===== config.mk =====
export PLATFORM = sky130hd
export DESIGN_NAME = spi_eeprom_sequencer
export DESIGN_NICKNAME = d
export VERILOG_FILES = /design/src/rtl/eeprom_seq_pkg.sv /design/src/rtl/eeprom_chunk_split.sv /design/src/rtl/eeprom_poll_pacer.sv /design/src/rtl/spi_eeprom_sequencer.sv
export SDC_FILE = /design/constraint.sdc
export NUM_CORES = 1
export LEC_CHECK = 0
export CAP_MARGIN = 15
export CORE_ASPECT_RATIO = 1.75
export CORE_MARGIN = 1
export CORE_UTILIZATION = 45
export DETAILED_ROUTE_END_ITERATION = 12
export GPL_TIMING_DRIVEN = 0
export PLACE_DENSITY = 0.71
export SLEW_MARGIN = 20
export SYNTH_ARGS = -nofsm -noshare
export SYNTH_HDL_FRONTEND = slang
export SYNTH_HIERARCHICAL = 1
export SYNTH_SLANG_ARGS = --single-unit
export TNS_END_PERCENT = 50

===== constraint.sdc =====
create_clock -name clk -period 2.7 [get_ports clk]
set_input_delay 0.54 -clock clk [delete_from_list [all_inputs] [get_ports clk]]
set_output_delay 0.54 -clock clk [all_outputs]
set_load 0.02 [all_outputs]

===== src/rtl/eeprom_seq_pkg.sv =====
package eeprom_seq_pkg;
  localparam logic [7:0] OP_WR_EN  = 8'h06;
  localparam logic [7:0] OP_WRITE  = 8'h02;
  localparam logic [7:0] OP_READ   = 8'h03;
  localparam logic [7:0] OP_STATUS = 8'h05;
  localparam logic [7:0] DUMMY     = 8'h00;

  typedef enum logic [3:0] {
    S_IDLE, S_PLAN, S_WREN, S_REL1, S_OPC, S_AHI, S_ALO, S_DATA,
    S_REL2, S_SOP, S_SDUM, S_PREL, S_PWAIT, S_FIN
  } seq_state_e;
endpackage


===== src/rtl/eeprom_chunk_split.sv =====
module eeprom_chunk_split #(
  parameter int CHUNK_MAX = 16,
  parameter int LEN_W     = 16,
  localparam int CW       = $clog2(CHUNK_MAX + 1)
) (
  input  logic [LEN_W-1:0] remaining,
  output logic [CW-1:0]    chunk_len,
  output logic [LEN_W-1:0] rem_after
);
  always_comb begin
    if (remaining > LEN_W'(CHUNK_MAX)) chunk_len = CW'(CHUNK_MAX);
    else                               chunk_len = CW'(remaining);
    rem_after = remaining - LEN_W'(chunk_len);
  end
endmodule


===== src/rtl/eeprom_poll_pacer.sv =====
module eeprom_poll_pacer #(
  parameter int GAP_CYCLES = 50000,
  parameter int MAX_TRIES  = 1000,
  localparam int GW        = $clog2(GAP_CYCLES + 1),
  localparam int TW        = $clog2(MAX_TRIES + 1)
) (
  input  logic clk,
  input  logic rst_n,
  input  logic tries_clr,
  input  logic retry,
  output logic last_try,
  output logic gap_busy
);
  logic [GW-1:0] gap_cnt;
  logic [TW-1:0] tries;

  always_ff @(posedge clk) begin
    if (!rst_n) begin
      gap_cnt <= '0;
      tries   <= '0;
    end else begin
      if (retry)                gap_cnt <= GW'(GAP_CYCLES);
      else if (gap_cnt != '0)   gap_cnt <= gap_cnt - GW'(1);
      if (tries_clr)            tries <= '0;
      else if (retry)           tries <= tries + TW'(1);
    end
  end

  assign gap_busy = (gap_cnt != '0);
  assign last_try = (tries == TW'(MAX_TRIES - 1));


  tries_bound_chk: assert property (@(posedge clk) disable iff (!rst_n)
    tries < TW'(MAX_TRIES));

  gap_restart_chk: assert property (@(posedge clk) disable iff (!rst_n)
    retry |-> !gap_busy);
endmodule


===== src/rtl/spi_eeprom_sequencer.sv =====
module spi_eeprom_sequencer
  import eeprom_seq_pkg::*;
#(
  parameter int CHUNK_MAX  = 16,
  parameter int LEN_W      = 16,
  parameter int POLL_LIMIT = 1000,
  parameter int POLL_GAP   = 50000
) (
  input  logic             clk,
  input  logic             rst_n,
  input  logic             start,
  input  logic             write_mode,
  input  logic [15:0]      start_addr,
  input  logic [LEN_W-1:0] length,
  output logic             busy,
  output logic             done,
  output logic             timeout,
  input  logic [7:0]       wr_data,
  input  logic             wr_valid,
  output logic             wr_ready,
  output logic [7:0]       rd_data,
  output logic             rd_valid,
  input  logic             rd_ready,
  output logic             spi_sel,
  output logic             xfer_req,
  output logic [7:0]       xfer_tx,
  input  logic             xfer_ack,
  input  logic [7:0]       xfer_rx
);
  localparam int CW = $clog2(CHUNK_MAX + 1);

  seq_state_e       state;
  logic             wr_q, to_q, done_q, rdv_q, st_busy_q;
  logic [15:0]      addr_q;
  logic [LEN_W-1:0] rem_q, rem_after;
  logic [CW-1:0]    clen_q, bcnt, chunk_len;
  logic [7:0]       rdd_q;
  logic             last_try, gap_busy, tries_clr, retry;

  eeprom_chunk_split #(.CHUNK_MAX(CHUNK_MAX), .LEN_W(LEN_W)) u_split (
    .remaining(rem_q), .chunk_len(chunk_len), .rem_after(rem_after));

  assign tries_clr = (state == S_REL2);
  assign retry     = (state == S_PREL) && st_busy_q && !last_try;

  eeprom_poll_pacer #(.GAP_CYCLES(POLL_GAP), .MAX_TRIES(POLL_LIMIT)) u_pacer (
    .clk(clk), .rst_n(rst_n), .tries_clr(tries_clr), .retry(retry),
    .last_try(last_try), .gap_busy(gap_busy));

  // Frame drive: select, request and byte to send per state
  always_comb begin
    spi_sel  = 1'b0;
    xfer_req = 1'b0;
    xfer_tx  = DUMMY;
    unique case (state)
      S_WREN: begin spi_sel = 1'b1; xfer_req = 1'b1; xfer_tx = OP_WR_EN; end
      S_OPC:  begin spi_sel = 1'b1; xfer_req = 1'b1; xfer_tx = wr_q ? OP_WRITE : OP_READ; end
      S_AHI:  begin spi_sel = 1'b1; xfer_req = 1'b1; xfer_tx = addr_q[15:8]; end
      S_ALO:  begin spi_sel = 1'b1; xfer_req = 1'b1; xfer_tx = addr_q[7:0]; end
      S_DATA: begin
        spi_sel = 1'b1;
        if (wr_q) begin xfer_req = wr_valid; xfer_tx = wr_data; end
        else            xfer_req = !rdv_q;
      end
      S_SOP:  begin spi_sel = 1'b1; xfer_req = 1'b1; xfer_tx = OP_STATUS; end
      S_SDUM: begin spi_sel = 1'b1; xfer_req = 1'b1; end
      default: ;
    endcase
  end

  assign wr_ready = (state == S_DATA) && wr_q && xfer_ack;
  assign busy     = (state != S_IDLE);
  assign done     = done_q;
  assign timeout  = to_q;
  assign rd_valid = rdv_q;
  assign rd_data  = rdd_q;

  always_ff @(posedge clk) begin
    if (!rst_n) begin
      state     <= S_IDLE;
      wr_q      <= 1'b0;
      to_q      <= 1'b0;
      done_q    <= 1'b0;
      rdv_q     <= 1'b0;
      st_busy_q <= 1'b0;
      addr_q    <= '0;
      rem_q     <= '0;
      clen_q    <= '0;
      bcnt      <= '0;
      rdd_q     <= '0;
    end else begin
      done_q <= 1'b0;
      if (rdv_q && rd_ready) rdv_q <= 1'b0;
      unique case (state)
        S_IDLE: if (start) begin
          wr_q   <= write_mode;
          addr_q <= start_addr;
          rem_q  <= length;
          to_q   <= 1'b0;
          state  <= (length == '0) ? S_FIN : S_PLAN;
        end
        S_PLAN: begin
          clen_q <= chunk_len;
          bcnt   <= '0;
          state  <= wr_q ? S_WREN : S_OPC;
        end
        S_WREN: if (xfer_ack) state <= S_REL1;
        S_REL1: state <= S_OPC;
        S_OPC:  if (xfer_ack) state <= S_AHI;
        S_AHI:  if (xfer_ack) state <= S_ALO;
        S_ALO:  if (xfer_ack) state <= S_DATA;
        S_DATA: if (xfer_ack) begin
          if (!wr_q) begin
            rdd_q <= xfer_rx;
            rdv_q <= 1'b1;
          end
          if (bcnt == clen_q - CW'(1)) begin
            addr_q <= addr_q + 16'(clen_q);
            rem_q  <= rem_after;
            state  <= S_REL2;
          end else begin
            bcnt <= bcnt + CW'(1);
          end
        end
        S_REL2: if (wr_q)              state <= S_SOP;
                else if (rem_q == '0)  state <= S_FIN;
                else                   state <= S_PLAN;
        S_SOP:  if (xfer_ack) state <= S_SDUM;
        S_SDUM: if (xfer_ack) begin
          st_busy_q <= xfer_rx[0];
          state     <= S_PREL;
        end
        S_PREL: begin
          if (!st_busy_q || last_try) begin
            if (st_busy_q) to_q <= 1'b1;
            state <= (rem_q == '0) ? S_FIN : S_PLAN;
          end else begin
            state <= S_PWAIT;
          end
        end
        S_PWAIT: if (!gap_busy) state <= S_SOP;
        S_FIN: if (!rdv_q || rd_ready) begin
          done_q <= 1'b1;
          state  <= S_IDLE;
        end
        default: state <= S_IDLE;
      endcase
    end
  end


  req_in_frame_chk: assert property (@(posedge clk) disable iff (!rst_n)
    xfer_req |-> spi_sel);

  req_hold_chk: assert property (@(posedge clk) disable iff (!rst_n)
    xfer_req && !xfer_ack |=> xfer_req && $stable(xfer_tx));

  rd_hold_chk: assert property (@(posedge clk) disable iff (!rst_n)
    rd_valid && !rd_ready |=> rd_valid && $stable(rd_data));

  done_edge_chk: assert property (@(posedge clk) disable iff (!rst_n)
    done |-> $fell(busy));

  chunk_bound_chk: assert property (@(posedge clk) disable iff (!rst_n)
    state == S_DATA |-> bcnt < CW'(CHUNK_MAX));

  timeout_rise_chk: assert property (@(posedge clk) disable iff (!rst_n)
    $rose(timeout) |-> busy);
endmodule


## Yosys cells after proc, flatten, opt, wreduce, memory -nomap -nowiden

Index checks and enable logic that the tools add are counted.

- $add $sub $neg: 6
- Magnitude comparators: 1
- Eq/ne operators: 29
- Multiplexer cells: 46
- Bitwise gates (word level): 2
- Reduce and logical (&&, ||, !) cells: 31

Operators with widths:

| cell | number |
|---|---|
| 2-to-1 mux 16 bit | 8 |
| one-hot mux 16 bit (2 select lines) | 2 |
| 2-to-1 mux 4 bit | 15 |
| one-hot mux 4 bit (14 select lines) | 1 |
| one-hot mux 8 bit (6 select lines) | 1 |
| logical NOT 16 bit | 2 |
| == test 4 bit (second input constant) | 6 |
| inequality test 2 bit (second input constant) | 12 |
| adder 16 x 5 -> 16 bit | 1 |
| == test 4 x 3 -> 1 bit (second input constant) | 4 |
| > comparator 16 x 5 -> 1 bit (second input constant) | 1 |
| nonzero test 16 bit | 1 |
| subtractor 16 x 1 -> 16 bit (second input constant) | 1 |
| subtractor 16 x 5 -> 16 bit | 1 |
| 2-to-1 mux 5 bit | 3 |
| 2-to-1 mux 1 bit | 11 |
| AND reduction 11 bit | 1 |
| adder 10 x 1 -> 10 bit (second input constant) | 1 |
| == test 10 bit (second input constant) | 1 |
| one-hot mux 5 bit (2 select lines) | 1 |
| == test 4 x 2 -> 1 bit (second input constant) | 2 |
| 2-to-1 mux 8 bit | 1 |
| AND reduction 4 bit | 2 |
| nonzero test 2 bit | 4 |
| other kinds (18) | 32 |

- Flip-flop bits (word level): 85
- Input port bits: 55
- Output and inout bits: 23
- Word-level logic and storage cells: 129

## Logic depth before layout (Yosys ltp)

- Depth in word-level cells: 6
- Mapped depth: 12
- Gate-level depth less buffers: 11

## Cells and area by module

The synthesis kept the hierarchy.

Modules (own cells, without submodules):

| module | instances | cells each | area an instance (um^2) | seq. area each (um^2) |
|---|---|---|---|---|
| spi_eeprom_sequencer | 1 | 479 | 3609.7 | 1181.1 |
| eeprom_poll_pacer | 1 | 152 | 1303.8 | 520.5 |
| eeprom_chunk_split | 1 | 62 | 367.9 | 0.0 |

## Least setup slack after synthesis

No wires, ideal clock.

- Path kind: register -> register
- From: register rem_q[14]
- To: register rem_q[14]
- Setup time: 91 ps
- Arrival time: 2413 ps
- Required time: 2609 ps
- Slack: 196 ps
- Cell stages (with the launch flop): 13
- Buffers on the path: 1
- Clock period less this slack: 2504 ps
- Cells stage by stage: dfxtp_1 > nor4_1 > and3_1 > clkbuf_1 > nand2_1 > nand2_1 > ha_1 > nor4_1 > nor2_1 > nor4_1 > mux2_2 > nand2_1 > a311oi_1

- Word-level cells in the longest chain between the ends: 6

Ends and longest elaborated chain:

| item | line | source |
|---|---|---|
| start, declared | spi_eeprom_sequencer.sv:35 | `logic [LEN_W-1:0] rem_q, rem_after;` |
| start signal, assigned | spi_eeprom_sequencer.sv:98 | `rem_q <= length;` |
| start signal, assigned | spi_eeprom_sequencer.sv:119 | `rem_q <= rem_after;` |
| > comparator 16 x 5 -> 1 bit | eeprom_chunk_split.sv:11 | `if (remaining > LEN_W'(CHUNK_MAX)) chunk_len = CW'(CHUNK_MAX);` |
| 2-to-1 mux 5 bit | eeprom_chunk_split.sv:11 |  |
| subtractor 16 x 5 -> 16 bit * | eeprom_chunk_split.sv:13 | `rem_after = remaining - LEN_W'(chunk_len);` |
| net rem_after[14] | spi_eeprom_sequencer.sv:35 |  |
| 2-to-1 mux 16 bit * | spi_eeprom_sequencer.sv:117 | `if (bcnt == clen_q - CW'(1)) begin` |
| 2-to-1 mux 16 bit * | spi_eeprom_sequencer.sv:112 | `S_DATA: if (xfer_ack) begin` |
| one-hot mux 16 bit (2 select lines) * | spi_eeprom_sequencer.sv:94 | `unique case (state)` |

Mark *: on every way through the listed nets, which the timed path passes. The rest lies on a longest branch. The select of a mux whose other input is x is not followed.
A chain may end at the register's enable or synchronous reset.

## Worst setup path after layout

- From: register state[3]
- To: output xfer_req

- Word-level cells in the longest chain between the ends: 3
- Elaborated cells between the ends (all ways): 9
- Classes of those cells: eq/ne (7); mux (1); reduce/logical (1)

Ends and longest elaborated chain:

| item | line | source |
|---|---|---|
| start, declared | spi_eeprom_sequencer.sv:32 | `seq_state_e state;` |
| start signal, assigned | spi_eeprom_sequencer.sv:100 | `state <= (length == '0) ? S_FIN : S_PLAN;` |
| start signal, assigned | spi_eeprom_sequencer.sv:105 | `state <= wr_q ? S_WREN : S_OPC;` |
| start signal, assigned | spi_eeprom_sequencer.sv:136 | `state <= (rem_q == '0) ? S_FIN : S_PLAN;` |
| == test 4 bit, or another cell as far along | spi_eeprom_sequencer.sv:55 | `unique case (state)` |
| OR reduction 6 bit (no line) | - |  |
| one-hot mux 1 bit (2 select lines) * | spi_eeprom_sequencer.sv:55 |  |
| end, declared | spi_eeprom_sequencer.sv:25 | `output logic xfer_req,` |

Every way passes the cells marked *; elsewhere a longest branch is shown, timed or not.

==> results.cfg <==
[sta]
clock_skew_ns = 0.008911
hold_violations = 0
period_minus_slack_ns = 2.618
rsz0062_at_grt = no
slew_viol_final = 0
finalSetupViolCount = 0
timing.fmax_mhz = 381.9
tightest_slew_ns = 0.6453
maxSlewHeadroom_pct = 56.98
period_share_pct = 96.98
worst_slack_ns = 0.08158

[clock_network]
cts_tree = built
cts.sinks = 85
clkTransAtPathRegs_ns = 0.07
numCtsBuffers = 9
clockBufferDepth = 2
clk_latency_ns = 0.35
htreeDepth = 3
root_buffer = clkbuf_16

[setup_path]
crit_fanout = 18
slowest_delay_ns = 0.37
r2r_slack_ns = 0.10
critPathKind = reg2out
crit_path_end_kind = primary output
crit_path_top_delay_cell = dlygate4sd2_1
start_kind = flip-flop
cp_cell_sequence = clkbuf_4, nand2b_4, or2_0, buf_2, o21ai_0, dlygate4sd2_1
cp.arrival_ns = 2.08
worst_ep_required_time_ns = 2.16
cp_top_family = buffers and inverters
path_buf_inv = 3

[floorplan]
core_um2 = 11520
die_area_um2 = 12190
num_rows = 52
start_util_pct = 45.86
die_y_um = 145.3
die_w_um = 83.89
ios = 78

[synthesis]
ys.flop_type = dfxtp_1
ys_types = 78
synth_area_leader_cell = dfxtp_1
ys_seq_elements = 85
synthTopCellsByArea = dfxtp_1 32%, nand2_1 8.7%, nor2_1 4.4%, a21oi_1 4.4%, o21ai_0 3.9%
synthesis.area_um2 = 5281
yosysTopAreaCellShare_pct = 32.22
avgSynthCellArea_um2 = 7.621
yosys.area_share.simple_pct = 30.56
yosysWarnings = 6
synth_xor_area_share_pct = 3.814
synth.most_common_cell = nand2_1
async_reset_ff_share_pct = 0
synth_edf_count = 0
muxShareOfSynthArea_pct = 1.564
synth_fa_ha_area_share_pct = 2.748
netlist_instances = 693
ys_seq_area_share_pct = 32.22
synth_nets = 759
synth_compound_area_share_pct = 23.98
synth_commonest_cells = 123 x nand2_1, 85 x dfxtp_1, 62 x nor2_1
synth_top_family_by_area = simple AND/OR/NAND/NOR gates

[drt]
final_antenna_net_count = 0
wl_mm = 16.66
first_pass_iters = 9
first_iter_violations = 346
drc = 8
vias = 5629
wl_per_cell_um = 18.07
vias_per_cell = 6.105

[run]
maxCapViolCount = 0

[finish]
finalInstanceArea_um2 = 6648
fill_cells = 1053
multi_input_area_um2 = 3421
drive_gt1_share_pct = 10.42
regArea_um2 = 1705
fin_nets = 848
syn_to_final_growth_pct = 25.87
antenna_cells = 0

[power_and_ir_drop]
peakVddDrop_uv = 767.7
p_per_area_nw_per_um2 = 1036
leakagePower_nw = 2.500
total_power_mw = 6.886

[global_routing]
grt_start_max_net_pins = 19
grt_pass1_vias = 5668
track_usage_pct = 27.51
antenna_found_initial = 0
overflow = 0
grt_pass1_wl_mm = 26.82

[placed_design]
dpl.hpwl_mm = 12.58
place_ws_ns = -0.6318
io_buffers = 76
postPlaceCellArea_um2 = 6211
gp_congestion = 0.9484

[min_path]
hold_class = reg2reg

[status]
violations = DRC
status = complete, but fails checks
==> path summary, 6_finish.rpt <==
path / startpoint / end / cells after the start
max: state[3]$_SDFFE_PN0P_ / xfer_req / 6
min: rd_data[5]$_SDFFE_PN0P_ / rd_data[5]$_SDFFE_PN0P_ / 2
max reg2reg: clen_q[0]$_SDFFE_PN0N_ / addr_q[14]$_SDFFE_PN0P_ / 8
min reg2reg: rd_data[5]$_SDFFE_PN0P_ / rd_data[5]$_SDFFE_PN0P_ / 2
==> state kept, by name, indices dropped and copies added, names as in the netlist <==
name,cells
addr_q,16
rem_q,16
u_pacer/gap_cnt,16
u_pacer/tries,10
rd_data,8
bcnt,5
clen_q,5
state,4
done,1
rd_valid,1
st_busy_q,1
timeout,1
wr_q,1
==> through the flow <==
stage                     instances  hold WS, ns  utilization [%]  setup TNS (ns)
after detailed placement        904       0.4688            53.93          -4.810
after global placement          904       0.4611            53.93          -3.829
after floorplan                 693       0.4618                -               0
after global routing            922       0.4994            57.72               0
final                           922       0.4743            57.72               0
after CTS                       921       0.4778            57.20               0
==> worst register-to-register path, delay by kind of cell (launching register included) <==
| kind | cells | cell delay [ns] |
|---|---|---|
| xor gates and xnor gates | 1 | 0.14 |
| adders and majority gates | 1 | 0.31 |
| DFF | 1 | 0.47 |
| buffers and inverters | 1 | 0.09 |
| AOI/OAI and AO/OA | 5 | 1.51 |
==> area by class of cell <==
cell class	instances	area share, %
Tap cell	135	2.541
Clock buffer	11	3.651
Timing Repair Buffer	80	11.63
Clock inverter	5	0.8846
Buffer	40	3.388
Sequential cell	85	25.65
Inverter	14	0.7905
Multi-Input combinational cell	552	51.46
==> repair_timing <==
action	in CTS	in global routing
gates resized for setup	37	17
endpoints found under the setup margin	26	16
pin swaps	2	2
setup buffers	3	1
hold buffers	0	0
==> power by group <==
group / internal (mW) / switching [mW]
clock network: 0.744 / 0.527
logic: 1.52 / 2.05
registers: 1.59 / 0.459
==> metal layers <==
| layer | vias up | track usage (%) | routed length [um] |
|---|---|---|---|
| met5 | - | 0 | 0 |
| met4 | 0 | 19.05 | 890 |
| met3 | 69 | 4.494 | 762 |
| met2 | 211 | 51.27 | 8836 |
| met1 | 2644 | 27.14 | 6173 |
| li1 | 2705 | - | - |
==> kinds of logic after synthesis <==
group | count (synthesis)
buffers and inverters | 56
AO/OA/AOI/OAI | 185
flip-flops | 85
AND/OR/NAND/NOR | 324
XOR/XNOR | 23
other | 1
adder cells (fa/ha/maj) | 11
multiplexers | 8
==> cell usage in the layout, fill, tap and decap left out, types with 6 or more instances in the layout <==
cell               n
nand2_1          122
dfxtp_1           82
clkdlybuf4s50_1   65
nor2_1            62
a21oi_1           46
o21ai_0           39
a311oi_1          22
nor3_1            20
clkbuf_1          19
nor4_1            15
nand3_1           14
inv_1             13
xor2_1            12
and3_1            11
xnor2_1           11
nand4_1           10
dlygate4sd2_1     10
ha_1               9
clkbuf_16          9
or3_1              9
and2_1             8
or4_1              8
buf_2              7
a211oi_1           7
nor2b_1            6
clkbuf_2           6
o31ai_1            6
buf_6              6
o31a_1             6
mux2i_1            6
Power figures use the tool's default switching activity.
